$ cat src/rtl/ipq_pkg.sv
package ipq_pkg;
  typedef logic [3:0] bus_code_t;

  localparam bus_code_t CODE_IDLE      = 4'b0000;
  localparam bus_code_t CODE_FETCH_SEQ = 4'b1000;
  localparam bus_code_t CODE_FETCH_NEW = 4'b1001;
  localparam bus_code_t CODE_DATA      = 4'b1010;
endpackage

$ cat src/rtl/ipq_fifo.sv
module ipq_fifo #(
  parameter int WORD_W = 16,
  parameter int DEPTH  = 4,
  localparam int AW    = (DEPTH > 1) ? $clog2(DEPTH) : 1,
  localparam int CW    = $clog2(DEPTH + 1)
) (
  input  logic              clk,
  input  logic              rst_n,
  input  logic              flush_i,
  input  logic              push_i,
  input  logic [WORD_W-1:0] push_data_i,
  input  logic              pop_i,
  output logic [WORD_W-1:0] pop_data_o,
  output logic [CW-1:0]     count_o
);
  logic [WORD_W-1:0] slot_q [DEPTH];
  logic [AW-1:0]     wr_q, rd_q;
  logic [CW-1:0]     cnt_q;

  function automatic logic [AW-1:0] bump(input logic [AW-1:0] p);
    return (p == AW'(DEPTH - 1)) ? '0 : p + AW'(1);
  endfunction

  always_ff @(posedge clk or negedge rst_n) begin
    if (!rst_n) begin
      wr_q  <= '0;
      rd_q  <= '0;
      cnt_q <= '0;
    end else if (flush_i) begin
      wr_q  <= '0;
      rd_q  <= '0;
      cnt_q <= '0;
    end else begin
      if (push_i) wr_q <= bump(wr_q);
      if (pop_i)  rd_q <= bump(rd_q);
      case ({push_i, pop_i})
        2'b10:   cnt_q <= cnt_q + CW'(1);
        2'b01:   cnt_q <= cnt_q - CW'(1);
        default: cnt_q <= cnt_q;
      endcase
    end
  end

  for (genvar g = 0; g < DEPTH; g++) begin : g_slot
    always_ff @(posedge clk) begin
      if (push_i && !flush_i && wr_q == AW'(g)) slot_q[g] <= push_data_i;
    end
  end

  assign pop_data_o = slot_q[rd_q];
  assign count_o    = cnt_q;
endmodule

$ cat src/rtl/ipq_fetch_ctrl.sv
module ipq_fetch_ctrl
  import ipq_pkg::*;
#(
  parameter int ADDR_W = 24,
  parameter int DEPTH  = 4,
  localparam int CW    = $clog2(DEPTH + 1)
) (
  input  logic              clk,
  input  logic              rst_n,
  input  logic              purge_i,
  input  logic [ADDR_W-1:0] purge_addr_i,
  input  logic              data_req_i,
  input  logic [CW-1:0]     fill_i,
  input  logic              fetch_ready_i,
  input  logic              fetch_rvalid_i,
  output logic              req_valid_o,
  output logic [ADDR_W-1:0] req_addr_o,
  output bus_code_t         req_code_o,
  output logic              keep_word_o
);
  logic              pend_q, await_q, stale_q, fresh_q;
  logic [ADDR_W-1:0] ptr_q, addr_q;
  bus_code_t         code_q;
  logic              launch, accept, land;

  assign accept = pend_q & fetch_ready_i;
  assign land   = await_q & fetch_rvalid_i;
  assign launch = ~pend_q & ~await_q & ~data_req_i & ~purge_i & (fill_i < CW'(DEPTH));

  always_ff @(posedge clk or negedge rst_n) begin
    if (!rst_n) begin
      pend_q  <= 1'b0;
      await_q <= 1'b0;
      stale_q <= 1'b0;
      fresh_q <= 1'b1;
      ptr_q   <= '0;
      addr_q  <= '0;
      code_q  <= CODE_IDLE;
    end else begin
      if (accept) begin
        pend_q  <= 1'b0;
        await_q <= 1'b1;
      end
      if (land) await_q <= 1'b0;

      if (purge_i) begin
        ptr_q   <= purge_addr_i;
        fresh_q <= 1'b1;
        stale_q <= pend_q | (await_q & ~fetch_rvalid_i);
      end else if (land) begin
        stale_q <= 1'b0;
      end

      if (launch) begin
        pend_q  <= 1'b1;
        addr_q  <= ptr_q;
        code_q  <= fresh_q ? CODE_FETCH_NEW : CODE_FETCH_SEQ;
        ptr_q   <= ptr_q + ADDR_W'(2);
        fresh_q <= 1'b0;
      end
    end
  end

  assign req_valid_o = pend_q;
  assign req_addr_o  = addr_q;
  assign req_code_o  = code_q;
  assign keep_word_o = land & ~stale_q & ~purge_i;
endmodule

$ cat src/rtl/ipq_ctrl.sv
module ipq_ctrl
  import ipq_pkg::*;
#(
  parameter int ADDR_W = 24,
  parameter int WORD_W = 16,
  parameter int DEPTH  = 4
) (
  input  logic              clk,
  input  logic              rst_n,
  input  logic              purge_i,
  input  logic [ADDR_W-1:0] purge_addr_i,
  input  logic              data_req_i,
  output logic              fetch_valid_o,
  input  logic              fetch_ready_i,
  output logic [ADDR_W-1:0] fetch_addr_o,
  output logic [3:0]        bus_status_o,
  input  logic              fetch_rvalid_i,
  input  logic [WORD_W-1:0] fetch_rdata_i,
  output logic              q_valid_o,
  input  logic              q_ready_i,
  output logic [WORD_W-1:0] q_data_o
);
  localparam int CW = $clog2(DEPTH + 1);

  logic [CW-1:0] q_count;
  logic          keep_word;
  bus_code_t     req_code;

  ipq_fetch_ctrl #(.ADDR_W(ADDR_W), .DEPTH(DEPTH)) fetch_u (
    .clk           (clk),
    .rst_n         (rst_n),
    .purge_i       (purge_i),
    .purge_addr_i  (purge_addr_i),
    .data_req_i    (data_req_i),
    .fill_i        (q_count),
    .fetch_ready_i (fetch_ready_i),
    .fetch_rvalid_i(fetch_rvalid_i),
    .req_valid_o   (fetch_valid_o),
    .req_addr_o    (fetch_addr_o),
    .req_code_o    (req_code),
    .keep_word_o   (keep_word)
  );

  ipq_fifo #(.WORD_W(WORD_W), .DEPTH(DEPTH)) store_u (
    .clk        (clk),
    .rst_n      (rst_n),
    .flush_i    (purge_i),
    .push_i     (keep_word),
    .push_data_i(fetch_rdata_i),
    .pop_i      (q_valid_o & q_ready_i),
    .pop_data_o (q_data_o),
    .count_o    (q_count)
  );

  assign q_valid_o = (q_count != '0);

  always_comb begin
    if (fetch_valid_o)   bus_status_o = req_code;
    else if (data_req_i) bus_status_o = CODE_DATA;
    else                 bus_status_o = CODE_IDLE;
  end
endmodule

$ cat config.mk
export PLATFORM = sky130hd
export DESIGN_NAME = ipq_ctrl
export DESIGN_NICKNAME = d
export VERILOG_FILES = /design/src/rtl/ipq_pkg.sv /design/src/rtl/ipq_fifo.sv /design/src/rtl/ipq_fetch_ctrl.sv /design/src/rtl/ipq_ctrl.sv
export SDC_FILE = /design/constraint.sdc
export NUM_CORES = 1
export LEC_CHECK = 0
export BUFFER_PORTS_ARGS = -buffer_cell sky130_fd_sc_hd__buf_4
export CORE_MARGIN = 2
export CORE_UTILIZATION = 45
export CTS_CLUSTER_SIZE = 14
export DETAILED_ROUTE_END_ITERATION = 10
export PLACE_DENSITY_LB_ADDON = 0.15
export SYNTH_ARGS = -nofsm -noshare
export SYNTH_HDL_FRONTEND = slang
export SYNTH_SLANG_ARGS = --single-unit
$ cat constraint.sdc
create_clock -name clk -period 3.65 [get_ports clk]
set_input_delay 0.5475 -clock clk [delete_from_list [all_inputs] [get_ports clk]]
set_output_delay 0.5475 -clock clk [all_outputs]
set_load 0.005 [all_outputs]
## Word level (Yosys, flattened, before mapping)

Memory sizes are Yosys's and may differ from the RTL's.
Cells that the tools add are included.
Widths: inputs -> output; s select.

- Bits in registers: 63
- Bits in writable memories: 64
- Output and inout port bits: 46
- Word-level logic and storage cells: 96
- Memories kept: 1

Memory list:

| memory | words | width | read ports | clocked after Yosys merged registers in | write ports | line | RTL |
|---|---|---|---|---|---|---|---|
| store_u.slot_q | 4 | 16 | 1 | 0 | 1 | ipq_fifo.sv:16 | `logic [WORD_W-1:0] slot_q [DEPTH];` |

- Add/sub/neg operators: 5
- Magnitude comparators: 1
- Eq/ne operators: 6
- Multiplexer cells: 38
- Bitwise operators: 17
- Reductions and logical operators: 18

Operators by type and width:

| cell | count |
|---|---|
| $mux 16 | 3 |
| $mux 24 | 2 |
| $reduce_or 16->1 | 3 |
| $add 24x2->24 const B | 1 |
| $mux 1 | 20 |
| $mux 2 | 9 |
| $reduce_bool 2->1 | 6 |
| $and 1x1->1 | 10 |
| $eq 2x2->1 const B | 4 |
| $mux 4 | 2 |
| $not 1->1 | 6 |
| $pmux 3 s2 | 1 |
| $reduce_bool 3->1 | 2 |
| $logic_and 1x1->1 | 5 |
| $add 2x1->2 const B | 2 |
| $eq 2x1->1 const B | 2 |
| $add 3x1->3 const B | 1 |
| $lt 3x3->1 const B | 1 |
| $mux 3 | 1 |
| $sub 3x1->3 const B | 1 |
| $logic_not 2->1 | 1 |
| $logic_not 1->1 | 1 |
| $or 1x1->1 | 1 |

## Depth between registers and ports, before layout

- Depth in word-level cells: 11
- Depth in mapped cells: 7
- Gate-level depth less buffers: 7

## Modules after synthesis

A second synthesis with hierarchy kept.

- Cells, all modules: 366
- Area, all modules: 5,368.9 sq um

Modules (own cells, without submodules):

| module | instances | cells each | area an instance (sq um) |
|---|---|---|---|
| ipq_fifo | 1 | 129 | 2,803.9 |
| ipq_fetch_ctrl | 1 | 231 | 2,513.7 |
| ipq_ctrl | 1 | 6 | 51.3 |

## Least setup slack after synthesis

OpenSTA, ideal clock, no wires.

- Kind: input-to-reg
- From: input purge_i
- To: register store_u.cnt_q[2], in the netlist store_u.count_o[2]
- Arrival: 1.900 ns
- Required time: 3.516 ns
- Slack: 1.616 ns
- Stages: 7
- Buffers on the path: 1
- Path through: clkbuf_1 nor3_1 nor2_1 fa_1 nor3_1 o21ai_0 nor3b_1

- Longest elaborated chain between the ends: 5

RTL lines:

| element | line | RTL |
|---|---|---|
| from (decl) | ipq_ctrl.sv:10 | `input logic purge_i,` |
| $not 1->1 | ipq_fetch_ctrl.sv:67 | `assign keep_word_o = land & ~stale_q & ~purge_i;` |
| $and 1x1->1 | ipq_fetch_ctrl.sv:67 |  |
| $eq 2x1->1 or $eq 2x2->1 (tied branches) | ipq_fifo.sv:36 | `case ({push_i, pop_i})` |
| $pmux 3 s2 | ipq_fifo.sv:36 |  |
| $mux 3 | ipq_fifo.sv:29 | `end else if (flush_i) begin` |
| to (signal assigned) | ipq_fifo.sv:37 | `2'b10: cnt_q <= cnt_q + CW'(1);` |
| to (signal assigned) | ipq_fifo.sv:38 | `2'b01: cnt_q <= cnt_q - CW'(1);` |
| to (signal assigned) | ipq_fifo.sv:39 | `default: cnt_q <= cnt_q;` |
| to (decl) | ipq_fifo.sv:18 | `logic [CW-1:0] cnt_q;` |

Parallel ways exist; a longest one is shown, timed or not.
A chain may end at the register's enable or synchronous reset.

## Worst setup path in the final report

- From: register store_u.rd_q[0]
- To: output q_data_o[12]

- Longest elaborated chain between the ends: 1

RTL lines:

| element | line | RTL |
|---|---|---|
| from (decl) | ipq_fifo.sv:17 | `logic [AW-1:0] wr_q, rd_q;` |
| from (signal assigned) | ipq_fifo.sv:35 | `if (pop_i) rd_q <= bump(rd_q);` |
| $mem_v2 4x16 | n/a |  |
| to (decl) | ipq_ctrl.sv:21 | `output logic [WORD_W-1:0] q_data_o` |

Every way passes these cells.

==> results.sh <==
export IMPL_synth_area_leaders="edfxtp_1 37%, dfrtp_1 29%, mux4_2 6.9%"
export IMPL_crit_type="reg2out"
export IMPL_crit_fanout=14
export IMPL_period_share=0.690
export IMPL_wl_per_cell_um=16.2
export IMPL_cts_root_buffer="clkbuf_16"
export IMPL_layout_setup_ws_ps=1130
export IMPL_cts_buffers=17
export IMPL_fin_total_pwr_mw=4.65
export IMPL_instances_no_fill=656
export IMPL_p_sw_mw=1.20
export IMPL_synth_edf_count=64
export IMPL_grt_util_all_layers=0.182
export IMPL_clock_path_buffers=2
export IMPL_die_w_um=112
export IMPL_crit_path_end_kind="output pin"
export IMPL_grt_pass1_wl_um=17600
export IMPL_placed_cell_area_mm2=0.00605
export IMPL_grt_max_degree=62
export IMPL_netlist_area_leader_share=0.366
export IMPL_drcViolationCount=0
export IMPL_synth_seq_cells=125
export IMPL_vias=3481
export IMPL_start_util=0.459
export IMPL_antenna_found_initial=0
export IMPL_maxSlewViolCount=0
export IMPL_rsz0062_at_grt="false"
export IMPL_area_growth_pct=27.2
export IMPL_start_kind="flop"
export IMPL_hold_buffers=0
export IMPL_worstPathArrival_ps=1970
export IMPL_gp_congestion=0.755
export IMPL_cts_sinks=125
export IMPL_yosysWarnings=0
export IMPL_skew_ps=9.23
export IMPL_drt_first_iter_violations=169
export IMPL_drv_cap=0
export IMPL_setup_viol=0
export IMPL_cts_setup_buffers=0
export IMPL_core_mm2=0.0114
export IMPL_status="complete, no violations"
export IMPL_post_route_cell_area_mm2=0.00667
export IMPL_die_h_um=112
export IMPL_syn_area_per_cell_um2=12.9
export IMPL_r2r_start="store_u.count_o[2]"
export IMPL_drive_gt1_frac=0.281
export IMPL_fin_setup_tns_ps=0
export IMPL_synth_seq_area_share=0.658
export IMPL_max_freq_ghz=0.397
export IMPL_p_per_area_mw_per_mm2=696
export IMPL_grt_pass1_vias=3549
export IMPL_regArea_mm2=0.00345
export IMPL_multiInputGateArea_mm2=0.00167
export IMPL_fin_crit_ps=2520
export IMPL_min_path_type="in2async"
export IMPL_yosysUniqueCellTypes=44
export IMPL_io_buffers=91
export IMPL_ctsResizeCount=0
export IMPL_yosys_area_top_type="edfxtp_1"
export IMPL_wl_um=10600
export IMPL_num_nets_final=555
export IMPL_dp_cells=625
export IMPL_path_clk_slew_ps=50
export IMPL_power_leakage_nw=2.73
export IMPL_viasPerCell=5.31
export IMPL_max_slew_margin=0.452
export IMPL_hold_viol=0
export IMPL_critPathRequiredTime_ps=3100
export IMPL_synth_most_common_cell="nand2_1"
export IMPL_worstSetupStartpoint="store_u.rd_q[0]"
export IMPL_overflow=0
export IMPL_worstSkewPairLatency_ps=410
export IMPL_synthArstFlopShare=0.488
export IMPL_first_pass_iters=4
export IMPL_synth_ff_type="edfxtp_1"
export IMPL_fp_row_count=39
export IMPL_worst_pin_slew_ps=821
export IMPL_drtAntennaViolNets=0
export IMPL_dp_hpwl_um=6940
export IMPL_intPower_mw=3.45
export IMPL_dieArea_mm2=0.0125
export IMPL_p_sw_frac=0.258
export IMPL_synth_commonest_cells="88 x nand2_1, 64 x edfxtp_1, 60 x dfrtp_1"
export IMPL_seqPwrFrac=0.403
export IMPL_fillerInstances=979
export IMPL_htreeDepth=4
export IMPL_preCtsSetupSlack_ps=1300
export IMPL_syn_nets=462
export IMPL_p_clk_frac=0.383
export IMPL_ir_worst_vdd_mv=0.463
export IMPL_io_pins=93
export IMPL_synthesis_area_mm2=0.00525
export IMPL_syn_inst=408
export IMPL_combPwrFrac=0.214
export IMPL_tritoncts="done"
export IMPL_antennaDiodeCount=0
per-stage QoR:
step,util,hold slack [ps]
2_1_floorplan,-,252
3_3_place_gp,0.529,448
3_5_place_dp,0.529,458
4_1_cts,0.584,239
5_1_grt,0.584,280
6_report,0.584,223
power groups by stage:
stage	Clock [mW]	Sequential [mW]	Combinational, mW
6_report	1.78	1.87	0.993
5_1_grt	1.87	1.91	1.12
4_1_cts	1.81	1.88	1.02
3_5_place_dp	0	1.90	1.01
3_3_place_gp	0	1.89	1.00
2_1_floorplan	0	1.86	0.533
logic make-up after synthesis:
kind of cell,Yosys count,synth area share
AND/OR/NAND/NOR,166,0.147
multiplexers,22,0.0804
flip-flops,125,0.658
adder cells (fa/ha/maj),7,0.0181
XOR/XNOR,9,0.0150
AO/OA/AOI/OAI,49,0.0577
other,1,0.000715
buffers and inverters,29,0.0231
area by class of cell:
class | instances | area share
multi-input cells | 254 | 0.251
clock inverters | 13 | 0.0296
clock buffers | 18 | 0.0643
inverters | 8 | 0.00450
well taps | 143 | 0.0268
repair buffers | 95 | 0.107
flip-flops and latches | 125 | 0.517
per-layer routing:
metal / GRT usage / share of wire
met1: 0.226 / 0.43
met2: 0.292 / 0.50
met3: 0.0604 / 0.048
met4: 0.0805 / 0.020
met5: 0 / 0
flip-flops by register name, indices dropped and copies added (netlist names):
name / cells
store_u.slot_q: 64
fetch_u.fresh_q: 1
fetch_u.await_q: 1
store_u.wr_q: 2
fetch_u.req_valid_o: 1
store_u.count_o: 3
fetch_u.ptr_q: 24
store_u.rd_q: 2
fetch_u.stale_q: 1
fetch_u.req_addr_o: 24
fetch_u.req_code_o: 2
final timing paths:
path,cells after the start,endpoint,slack (ps)
max,3,q_data_o[12],1130
min,1,fetch_u.req_addr_o[19],220
max reg2reg,5,fetch_u.ptr_q[23],1380
min reg2reg,2,fetch_u.fresh_q,460
max in group asynchronous,1,fetch_u.req_addr_o[4],2900
min in group clk,2,fetch_u.req_valid_o,330
cells in the final DEF (no fill, tap or decap), types with 12 or more instances in the layout:
cell type	instances
nand2_1	88
edfxtp_1	64
mux4_2	16
buf_4	95
nor2_1	24
a31oi_1	12
clkbuf_16	17
o21ai_0	22
dfrtp_1	60
worst max-delay path: stages (launching register included):
cell,delay [ps]
dfrtp_1,490
buf_4,350
mux4_2,560
buf_4,150
No activity file was read; power rests on OpenSTA's default activity.
